<file path="config.mk">
export PLATFORM = sky130hd
export DESIGN_NAME = tgd_matcher
export DESIGN_NICKNAME = d
export VERILOG_FILES = /design/src/rtl/tgd_pkg.sv /design/src/rtl/tgd_rule_table.sv /design/src/rtl/tgd_accept_ids.sv /design/src/rtl/tgd_matcher.sv
export SDC_FILE = /design/constraint.sdc
export NUM_CORES = 2
export LEC_CHECK = 0
export BUFFER_PORTS_ARGS = -buffer_cell sky130_fd_sc_hd__buf_4
export CAP_MARGIN = 10
export CORE_UTILIZATION = 57
export DETAILED_ROUTE_END_ITERATION = 16
export GPL_ROUTABILITY_DRIVEN = 0
export PLACE_DENSITY = 0.84
export RECOVER_POWER = 25
export SETUP_SLACK_MARGIN = 0.05
export SLEW_MARGIN = 20
export SYNTH_ARGS = -nofsm -noshare
export SYNTH_HDL_FRONTEND = slang
export SYNTH_SLANG_ARGS = --single-unit
export TNS_END_PERCENT = 30
</file>
<file path="constraint.sdc">
create_clock -name clk -period 4.1 [get_ports clk]
set_clock_uncertainty 0.2 [all_clocks]
set_input_delay 0 -clock clk [delete_from_list [all_inputs] [get_ports clk]]
set_output_delay 0 -clock clk [all_outputs]
set_load 0.005 [all_outputs]
</file>
<file path="src/rtl/tgd_pkg.sv">
package tgd_pkg;
    typedef enum logic [1:0] {
        TBL_TRANS   = 2'd0,
        TBL_DEFAULT = 2'd1,
        TBL_ACCEPT  = 2'd2,
        TBL_NONE    = 2'd3
    } tbl_sel_e;
endpackage

</file>
<file path="src/rtl/tgd_rule_table.sv">
module tgd_rule_table #(
    parameter int N         = 16,
    parameter int SW        = 4,
    parameter int CW        = 8,
    parameter bit KEY_STATE = 1'b1,
    localparam int IW       = $clog2(N)
) (
    input  logic          clk,
    input  logic          rst_n,
    input  logic          wr_en,
    input  logic [IW-1:0] wr_idx,
    input  logic          wr_on,
    input  logic [SW-1:0] wr_state,
    input  logic [CW-1:0] wr_char,
    input  logic [SW-1:0] wr_next,
    input  logic [SW-1:0] lk_state,
    input  logic [CW-1:0] lk_char,
    output logic          hit,
    output logic [SW-1:0] hit_next
);
    typedef struct packed {
        logic [N-1:0]         on;
        logic [N-1:0][SW-1:0] st;
        logic [N-1:0][CW-1:0] ch;
        logic [N-1:0][SW-1:0] nx;
    } tbl_t;

    tbl_t         tbl_d, tbl_q;
    logic [N-1:0] hit_vec;

    always_comb begin
        tbl_d = tbl_q;
        if (wr_en) begin
            tbl_d.on[wr_idx] = wr_on;
            tbl_d.st[wr_idx] = wr_state;
            tbl_d.ch[wr_idx] = wr_char;
            tbl_d.nx[wr_idx] = wr_next;
        end
    end

    always_ff @(posedge clk) begin
        if (!rst_n) tbl_q <= '0;
        else        tbl_q <= tbl_d;
    end

    for (genvar g = 0; g < N; g++) begin : g_cmp
        if (KEY_STATE) begin : g_keyed
            assign hit_vec[g] = tbl_q.on[g] && (tbl_q.ch[g] == lk_char)
                                && (tbl_q.st[g] == lk_state);
        end else begin : g_char_only
            assign hit_vec[g] = tbl_q.on[g] && (tbl_q.ch[g] == lk_char)
                                && (lk_state == lk_state);
        end
    end

    // lowest index wins: scan downward so the smallest match is assigned last
    always_comb begin
        hit_next = '0;
        for (int i = N - 1; i >= 0; i--) begin
            if (hit_vec[i]) hit_next = tbl_q.nx[i];
        end
    end

    assign hit = |hit_vec;

    // contents change only through an accepted write
    a_r11_rules_hold: assert property (@(posedge clk) disable iff (!rst_n)
        !wr_en |=> $stable(tbl_q));

    // the table is empty in the cycle after reset
    a_r1_rules_empty: assert property (@(posedge clk)
        !rst_n |=> (tbl_q.on == '0));
endmodule

</file>
<file path="src/rtl/tgd_accept_ids.sv">
module tgd_accept_ids #(
    parameter int SW  = 4,
    parameter int IW  = 8,
    localparam int NS = 1 << SW
) (
    input  logic          clk,
    input  logic          rst_n,
    input  logic          wr_en,
    input  logic [SW-1:0] wr_state,
    input  logic [IW-1:0] wr_id,
    input  logic [SW-1:0] rd_state,
    output logic [IW-1:0] rd_id
);
    typedef struct packed {
        logic [NS-1:0][IW-1:0] id;
    } ids_t;

    ids_t ids_d, ids_q;

    always_comb begin
        ids_d = ids_q;
        if (wr_en) ids_d.id[wr_state] = wr_id;
    end

    always_ff @(posedge clk) begin
        if (!rst_n) ids_q <= '0;
        else        ids_q <= ids_d;
    end

    assign rd_id = ids_q.id[rd_state];

    // identifiers change only through an accepted write
    a_r11_ids_hold: assert property (@(posedge clk) disable iff (!rst_n)
        !wr_en |=> $stable(ids_q));
endmodule

</file>
<file path="src/rtl/tgd_matcher.sv">
module tgd_matcher
    import tgd_pkg::*;
#(
    parameter int STATE_W  = 4,
    parameter int TRANS_N  = 16,
    parameter int DEF_N    = 8,
    parameter int ID_W     = 8,
    localparam int TIW     = $clog2(TRANS_N),
    localparam int DIW     = $clog2(DEF_N),
    localparam int IDX_W   = (TIW > DIW) ? TIW : DIW
) (
    input  logic               clk,
    input  logic               rst_n,
    input  logic [7:0]         chr,
    input  logic               tok_start,
    input  logic               tok_end,
    input  logic               cfg_we,
    input  logic [1:0]         cfg_tbl,
    input  logic [IDX_W-1:0]   cfg_idx,
    input  logic               cfg_on,
    input  logic [STATE_W-1:0] cfg_state,
    input  logic [7:0]         cfg_char,
    input  logic [STATE_W-1:0] cfg_next,
    input  logic [ID_W-1:0]    cfg_id,
    output logic               match_valid,
    output logic [ID_W-1:0]    match_id
);
    localparam logic [STATE_W-1:0] IDLE = '0;

    typedef struct packed {
        logic [STATE_W-1:0] st;
        logic               in_tok;
        logic               mv;
        logic [ID_W-1:0]    mid;
    } core_t;

    core_t              core_d, core_q;
    logic               active, wr_ok;
    logic               tr_we, df_we, ac_we;
    logic [STATE_W-1:0] cur_st, step_st;
    logic               tr_hit, df_hit;
    logic [STATE_W-1:0] tr_next, df_next;
    logic [ID_W-1:0]    step_id;
    tbl_sel_e           sel;

    // ---------------- table writes (only while idle between tokens)
    assign sel   = tbl_sel_e'(cfg_tbl);
    assign wr_ok = cfg_we && !core_q.in_tok && !tok_start;
    assign tr_we = wr_ok && (sel == TBL_TRANS) && (32'(cfg_idx) < TRANS_N);
    assign df_we = wr_ok && (sel == TBL_DEFAULT) && (32'(cfg_idx) < DEF_N);
    assign ac_we = wr_ok && (sel == TBL_ACCEPT);

    // ---------------- lookup
    assign active = tok_start || core_q.in_tok;
    assign cur_st = tok_start ? IDLE : core_q.st;

    tgd_rule_table #(
        .N(TRANS_N), .SW(STATE_W), .CW(8), .KEY_STATE(1'b1)
    ) u_trans (
        .clk(clk), .rst_n(rst_n),
        .wr_en(tr_we), .wr_idx(cfg_idx[TIW-1:0]), .wr_on(cfg_on),
        .wr_state(cfg_state), .wr_char(cfg_char), .wr_next(cfg_next),
        .lk_state(cur_st), .lk_char(chr),
        .hit(tr_hit), .hit_next(tr_next)
    );

    tgd_rule_table #(
        .N(DEF_N), .SW(STATE_W), .CW(8), .KEY_STATE(1'b0)
    ) u_default (
        .clk(clk), .rst_n(rst_n),
        .wr_en(df_we), .wr_idx(cfg_idx[DIW-1:0]), .wr_on(cfg_on),
        .wr_state(cfg_state), .wr_char(cfg_char), .wr_next(cfg_next),
        .lk_state(cur_st), .lk_char(chr),
        .hit(df_hit), .hit_next(df_next)
    );

    // state-and-character edge first, then the character-only fallback
    always_comb begin
        if (tr_hit)      step_st = tr_next;
        else if (df_hit) step_st = df_next;
        else             step_st = IDLE;
    end

    tgd_accept_ids #(
        .SW(STATE_W), .IW(ID_W)
    ) u_ids (
        .clk(clk), .rst_n(rst_n),
        .wr_en(ac_we), .wr_state(cfg_state), .wr_id(cfg_id),
        .rd_state(step_st), .rd_id(step_id)
    );

    // ---------------- next-state
    always_comb begin
        core_d     = core_q;
        core_d.mv  = 1'b0;
        core_d.mid = '0;
        if (active) begin
            if (tok_end) begin
                core_d.st     = IDLE;
                core_d.in_tok = 1'b0;
                if (step_id != '0) begin
                    core_d.mv  = 1'b1;
                    core_d.mid = step_id;
                end
            end else begin
                core_d.st     = step_st;
                core_d.in_tok = 1'b1;
            end
        end else begin
            core_d.st = IDLE;
        end
    end

    always_ff @(posedge clk) begin
        if (!rst_n) core_q <= '0;
        else        core_q <= core_d;
    end

    assign match_valid = core_q.mv;
    assign match_id    = core_q.mid;

    // ---------------- assertions
    a_r2_idle_hold: assert property (@(posedge clk) disable iff (!rst_n)
        (!tok_start && !core_q.in_tok) |=> (core_q.st == IDLE));

    a_r8_end_to_idle: assert property (@(posedge clk) disable iff (!rst_n)
        tok_end |=> (core_q.st == IDLE && !core_q.in_tok));

    a_r9_pulse_after_end: assert property (@(posedge clk) disable iff (!rst_n)
        match_valid |-> $past(tok_end));

    a_r9_id_nonzero: assert property (@(posedge clk) disable iff (!rst_n)
        match_valid |-> (match_id != '0));

    a_r9_id_quiet: assert property (@(posedge clk) disable iff (!rst_n)
        !match_valid |-> (match_id == '0));

    a_r11_no_write_in_token: assert property (@(posedge clk) disable iff (!rst_n)
        core_q.in_tok |-> !(tr_we || df_we || ac_we));
endmodule

</file>
Word level (Yosys, flattened, before mapping)
Cells that the tools add are included.
W data, S select, Z words.

storage, ports and cells
  output and inout bits = 9
  word-level logic and storage cells = 250
  register bits after elaboration = 518

cells by class
  reduce and logical (&&, ||, !) cells = 59
  bitwise operators = 2
  multiplexer cells = 53
  eq/ne operators = 42
  $lt $le $gt $ge = 8

operators with widths
  kind                  number
  $bwmux W128           2
  $bwmux W64            3
  $eq A8 B8 Y1          24
  $mux W4               29
  $demux W8 S4          2
  $eq A4 B4 Y1          16
  $logic_and A1 B1 Y1   49
  $bmux W8 S4           1
  $bwmux W32            1
  $mux W8               4
  $demux W8 S3          1
  $bwmux W16            1
  $demux W4 S4          1
  $reduce_or A16 Y1     1
  $lt A4 B5 Y1 const B  3
  $demux W4 S3          1
  $mux W9               1
  $bwmux W8             1
  $ge A4 B1 Y1 const B  2
  $reduce_bool A8 Y1    1
  $reduce_or A8 Y1      1
  $demux W1 S4          1
  $lt A3 B4 Y1 const B  1
  $lt A4 B4 Y1 const B  1
  12 further kinds      16

Depth between registers and ports, before layout
  word-level depth = 24
  mapped depth = 20
  gate-level depth less buffers = 14

Modules after synthesis
A second synthesis with hierarchy kept.

unflattened totals
  cell total of the unflattened synthesis = 3091
  area total of the unflattened synthesis = 25659.6 um2

by module, submodules not included
  module                       area an instance (um2)  cells each  times used
  tgd_rule_table at u_trans    13330.3                 1685        1
  tgd_accept_ids               6496.2                  690         1
  tgd_rule_table at u_default  5226.3                  656         1
  tgd_matcher                  606.8                   60          1

Worst setup path before layout
Ideal clock, no wire load.

  path kind = reg2reg
  start = register core_q[12] (netlist name)
  end = register core_q (netlist bit match_valid)
  period minus slack after synthesis = 4.178 ns
  setup time = 0.120 ns
  buffers on the path = 4
  arrival time = 3.858 ns
  slack = -0.078 ns
  cell stages (with the launch flop) = 19
  path through = dfxtp_1 -> buf_2 -> nor2b_1 -> buf_2 -> o2111ai_1 -> a2111o_1 -> nor2_1 -> nor3_1 -> o31ai_1 -> nand4_1 -> or2_1 -> buf_2 -> a21oi_4 -> buf_4 -> mux2_2 -> o22ai_2 -> a21oi_1 -> a2111o_1 -> o31a_1

on the way
  word-level cells in the longest chain between the ends = 24
  elaborated cells on any way between the ends = 55

ends and longest elaborated chain
  what                               line                  text
  start, declared                    tgd_matcher.sv:37     core_t core_d, core_q;
  start signal, assigned             tgd_matcher.sv:116    else core_q <= core_d;
  $mux W4 (*)                        tgd_matcher.sv:55     assign cur_st = tok_start ? IDLE : core_q.st;
  $eq A4 B4 Y1                       tgd_rule_table.sv:49  && (tbl_q.st[g] == lk_state);
  $logic_and A1 B1 Y1                tgd_rule_table.sv:49
  $mux W4 (16 in a row)              tgd_rule_table.sv:60  if (hit_vec[i]) hit_next = tbl_q.nx[i];
  $mux W4 (*)                        tgd_matcher.sv:79     if (tr_hit) step_st = tr_next;
  $bmux W8 S4 (*)                    tgd_accept_ids.sv:30  assign rd_id = ids_q.id[rd_state];
  $mux W8 (implied by the code) (*)  tgd_accept_ids.sv:30
  $reduce_bool A8 Y1 (*)             tgd_matcher.sv:101    if (step_id != '0) begin
  $mux W9 (*)                        tgd_matcher.sv:101

Mark *: on every way between the ends. The rest lies on a longest branch, timed or not. The select of a mux whose other input is x is not followed.
A chain may end at the register's enable or synchronous reset.

Final worst setup path
  start = register core_q[13] (netlist name)
  end = register core_q (netlist bit match_valid)

The elaborated chain is that of the path after synthesis.

==> impl.org <==
** Critical path
- Reg2reg path depth :: 17
- Data on the critical path is required at its endpoint by around 4.4 ns.
- The slowest stage of the critical path is the sky130_fd_sc_hd__or4_1 cell.
- Endpoint of the worst register-to-register path :: match_valid
- The worst register-to-register path begins at core_q[13].
- Signal arrival time at the worst endpoint :: 4.88 ns
- Nature of the critical path startpoint :: register
- Logic depth of the worst setup path including buffers :: 17
- Counting both buffers and inverters, the worst setup path holds a total of 3.
- Largest incremental delay on the critical path :: 0.52 ns
- On the critical path the largest part of the delay comes from compound AO/OA/AOI/OAI gates.
- Nature of the critical path endpoint :: register
- Of all nets on the critical path, the largest fanout is 17.
- Ordered cell list for the critical path :: buf_4, nor4bb_2, a31oi_1, o32a_1, or4_1, mux2_4, o221ai_2, a21oi_1, buf_4, o221ai_4, buf_8, or2_1, a21oi_1, o32a_1, o211a_2, a2111o_1, o31a_1
- The setup path with the least slack is of type reg -> reg.
- The most critical setup path has its startpoint at core_q[13].
- Worst setup path end :: match_valid
- In this run the register-to-register setup slack is -0.47 ns.

** Routing
- Via-to-Cell Ratio :: between 6 and 7
- The first detailed-routing pass ran for 8 iterations.
- In the final routed layout, each cell accounts on average for about 23 um.
- Post-route DRC violation count :: 0
- In this run, the number of DRC markers left after iteration 0 of detailed routing was between 3000 and 4000.
- Signal routing reaches up to met5.
- After detailed routing, the met3 layer carries 10300 um of wire.
- The detailed router placed ~26000 vias in this run.
- Once detail routing completed, the nets flagged for antenna violations numbered 0.
- Wire length on met2 :: ~41000 um
- Summed over all layers, the routed wires come to just over 90000 um.
- For this block, wires on met1 add up to 32200 um.

** Power and ir drop
- Clock power share :: 0.477
- Summed over all cells, the static leakage comes to between 10 and 15 nW.
- Summed over all nets, the switching power comes to about 2.5 mW.
- Seq pwr share :: 0.461
- Combinational share of power :: 0.061
- Switching share of power :: 0.233
- For this design the ratio of total power to cell area is about 340 nW/um^2.
- Largest vdd supply drop :: ~0.00042 V
- Int Pwr :: 8.40 mW

** Global route
- The initial antenna violation count came to 1.
- Maximum number of pins on one net before global-route repair :: 269
- Gr usage total :: 0.374
- The total overflow left after global routing is 0.
- Global-route wire length before repair :: roughly 140000 um
- The via count of the first global-routing pass was ~26000.

** Timing
- Worst Tran Pin Value :: roughly 2.4 ns
- Dividing the final minimum period by the clock period gives 1.11.
- Final count of negative-setup-slack endpoints :: 9
- Subtracting the final worst setup slack from the clock period gives between 4 and 5 ns.
- In the post-route analysis, the smallest setup slack over all paths is -0.466 ns.
- Count of endpoints failing hold in the final timing report :: 0
- Max-slew violation count :: roughly 550
- Aggregate negative setup slack :: -1.97 ns
- Worst relative slew slack :: -0.579
- Achievable clock frequency :: 219 MHz
- Setup repair after global routing could not meet its margin everywhere.

** Run status
- Outcome :: complete, but fails checks
- Violations in the final reports :: capacitance limit, slew limit, setup timing

** Floorplan
- Area of the core region :: roughly 46000 sq um
- I/O pin count :: between 50 and 60
- Area of the die :: 47300 sq um
- For this configuration, the core starts out at a cell density of 0.581.
- Die Y :: 218 um
- Row generation in the floorplan step produced 78 rows.
- Width of the die :: between 200 and 250 um

** Yosys
- For this run, asynchronously set or reset flops after synthesis account for 0.
- Syn Std Cell Area :: 26500 sq um
- Main flop type after synthesis :: sky130_fd_sc_hd__dfxtp_1
- Of the post-synthesis cell area, the dominant cell type holds 0.392.
- Counting flops with a built-in enable in the synthesized netlist gives 0.
- The fraction of the mapped netlist area in compound gates came to 0.174.
- Warnings, synthesis :: 0
- Of the post-synthesis cell area, the part taken by muxes is 0.0685.
- Number of distinct library cells after synthesis :: 100
- Cells taking the most area after synthesis :: sky130_fd_sc_hd__dfxtp_1, sky130_fd_sc_hd__nand2_1, sky130_fd_sc_hd__a21boi_0, sky130_fd_sc_hd__mux2i_1, sky130_fd_sc_hd__xnor2_1
- Of the total synthesized cell area, the portion taken by full adders, half adders and majority gates is 0.
- Xor/xnor cell area share of the yosys netlist :: 0.0757
- Number of nets produced by synthesis :: between 3000 and 4000
- Synthesis produced roughly 3200 cells.
- Of all cell types, the one taking the most synthesized area is sky130_fd_sc_hd__dfxtp_1.
- For this run, the register share of the synthesized area comes to 0.392.
- Mean cell area of the mapped netlist :: approximately 8.3 sq um
- Of the total synthesized cell area, the portion taken by AND, OR, NAND and NOR gates is 0.246.
- In this run, synthesis produced a sequential element count of 518.
- By area, the combinational part of the netlist is dominated by simple AND/OR/NAND/NOR gates.

** Layout
- In the final layout, the share of cells above drive strength 1 is 0.175.
- Utilization after layout :: 0.704
- After filler insertion, the fill cell instance count of the layout stands at around 3000.
- With fillers left out, the area of the finished cells amounts to roughly 32000 sq um.
- Relative to the synthesized area, the layout overhead comes to 21.1%.
- Antenna cell count :: 0
- At the end of the flow, the number of nets in the layout was roughly 3400.

** Clock tree
- Total CTS buffers :: 52
- Clock tree synthesis found a total of 518 sinks.
- At the later pin of the worst-skew pair, clock insertion delay measures slightly above 0.6 ns.
- The clock passes through at most 3 buffers.
- TritonCTS built the clock tree.
- Clock tree synthesis selected as its root buffer the cell sky130_fd_sc_hd__clkbuf_16.
- Clk slew on worst S/H paths :: about 0.06 ns
- The clock tree synthesis step divided the H-tree into 2 levels.

** Worst hold path
- Hold-critical path depth :: 7
- Type of the most critical hold path :: in -> reg

** Flow run
- Across the run, the number of max-cap violations was 4.

** Place
- The HPWL after detailed placement is ~58000 um.
- Port buffering added 52 buffers.
- Once placement finished, the instance area stood at ~29000 sq um.
[metrics by stage]
stage          power [mW]  hold WS [ns]  cells  setup slack (ns)
2_1_floorplan        5.51       -0.0338   3175            0.0523
3_3_place_gp         5.75         0.175   3881            -0.459
3_5_place_dp         5.76         0.180   3881            -0.535
4_1_cts              10.9       0.00202   4030            -0.337
5_1_grt              11.2         0.117   4036            -0.643
6_report             10.9        0.0815   4036            -0.466
[registers in the layout, indices dropped and copies added (netlist names)]
name,count
match_id,8
u_trans.tbl_q,272
core_q,5
match_valid,1
u_default.tbl_q,104
u_ids.ids_q,128
[synth_stat cells, types with 9 or more instances]
cell type                   count
sky130_fd_sc_hd__and3_1        12
sky130_fd_sc_hd__a22oi_1       12
sky130_fd_sc_hd__mux2_2         9
sky130_fd_sc_hd__or2_2          9
sky130_fd_sc_hd__nor3_1        46
sky130_fd_sc_hd__nor2_1        92
sky130_fd_sc_hd__nand4_1       42
sky130_fd_sc_hd__nor4bb_1      15
sky130_fd_sc_hd__a2111oi_0     10
sky130_fd_sc_hd__nand2b_1      17
sky130_fd_sc_hd__a22o_1         9
sky130_fd_sc_hd__a21boi_0     360
sky130_fd_sc_hd__inv_1         27
sky130_fd_sc_hd__o21ai_0       15
sky130_fd_sc_hd__dfxtp_1      518
sky130_fd_sc_hd__nor4b_1       10
sky130_fd_sc_hd__and2_1        19
sky130_fd_sc_hd__nand2_1      787
sky130_fd_sc_hd__xor2_1        82
sky130_fd_sc_hd__nor3b_1       12
sky130_fd_sc_hd__buf_4         17
sky130_fd_sc_hd__mux2i_1      160
sky130_fd_sc_hd__xnor2_1      145
sky130_fd_sc_hd__clkbuf_1     174
sky130_fd_sc_hd__nand3_1       79
sky130_fd_sc_hd__a31oi_1       15
sky130_fd_sc_hd__a21oi_1       30
sky130_fd_sc_hd__o31ai_1       12
sky130_fd_sc_hd__nor4_1        29
sky130_fd_sc_hd__buf_2         44
sky130_fd_sc_hd__or3_1         13
sky130_fd_sc_hd__buf_1          9
sky130_fd_sc_hd__nor2b_1      152
[layer usage]
metal,track usage,vias to the layer above
li1,-,11300
met1,0.426,12200
met2,0.603,1936
met3,0.0974,662
met4,0.280,2
met5,0,-
[tightest hold or removal path, delay by kind of cell]
family	cells	cell delay, ns
AOI/OAI and AO/OA	1	0.07
buffers and inverters	2	0.36
and+or+nand+nor	4	0.42
[kinds of logic (layout without fill, tap and decap cells)]
group	after synthesis	after routing
and+or+nand+nor	1383	1383
AOI/OAI and AO/OA	596	596
DFF	518	518
buffers and inverters	276	537
xor gates and xnor gates	228	228
muxes	174	174
[placed cells by master (no fill, tap or decap), types with 24 or more instances in the layout]
master	netlist	final
sky130_fd_sc_hd__nand2_1	787	785
sky130_fd_sc_hd__dfxtp_1	518	513
sky130_fd_sc_hd__a21boi_0	360	359
sky130_fd_sc_hd__buf_4	17	327
sky130_fd_sc_hd__mux2i_1	160	159
sky130_fd_sc_hd__nor2b_1	152	148
sky130_fd_sc_hd__xnor2_1	145	144
sky130_fd_sc_hd__nor2_1	92	84
sky130_fd_sc_hd__xor2_1	82	81
sky130_fd_sc_hd__nand3_1	79	78
sky130_fd_sc_hd__clkbuf_16	0	53
sky130_fd_sc_hd__nand4_1	42	42
sky130_fd_sc_hd__dlygate4sd3_1	0	40
sky130_fd_sc_hd__nor3_1	46	38
sky130_fd_sc_hd__inv_1	27	26
sky130_fd_sc_hd__nor4_1	29	24
[layout make-up]
type	count	area [sq um]	share of cell area
inverters	28	105	0.00328
flip-flops and latches	518	10400	0.324
clock buffers	74	1520	0.0473
repair buffers	412	3420	0.107
clock inverters	23	363	0.0113
multi-input cells	2381	15500	0.484
well taps	600	751	0.0234
[worst min-delay path by stage]
stage | startpoint | to | slack (ns)
2_1_floorplan | cfg_next[2] | u_default.tbl_q[10] | -0.03
3_3_place_gp | cfg_id[2] | u_ids.ids_q[122] | 0.18
3_5_place_dp | match_id[3] | match_id[3] | 0.18
6_report | cfg_tbl[1] | u_trans.tbl_q[117] | 0.08
4_1_cts | cfg_tbl[1] | u_default.tbl_q[5] | 0.002
5_1_grt | cfg_tbl[1] | u_trans.tbl_q[119] | 0.12
[power groups by stage]
stage	sequential, mW	combinational [mW]	clock, mW
after floorplan	5.16	0.350	0
after global placement	5.16	0.590	0
after detailed placement	5.16	0.601	0
after CTS	5.05	0.636	5.21
after global routing	5.05	0.685	5.43
final	5.05	0.673	5.22
[repair_timing]
action,in CTS,in global routing
hold buffers,40,0
setup buffers,12,6
pin swaps,22,24
endpoints found under the setup margin,9,9
hold endpoints to repair,518,0
resized for setup,70,61
Power figures use the tool's default switching activity.
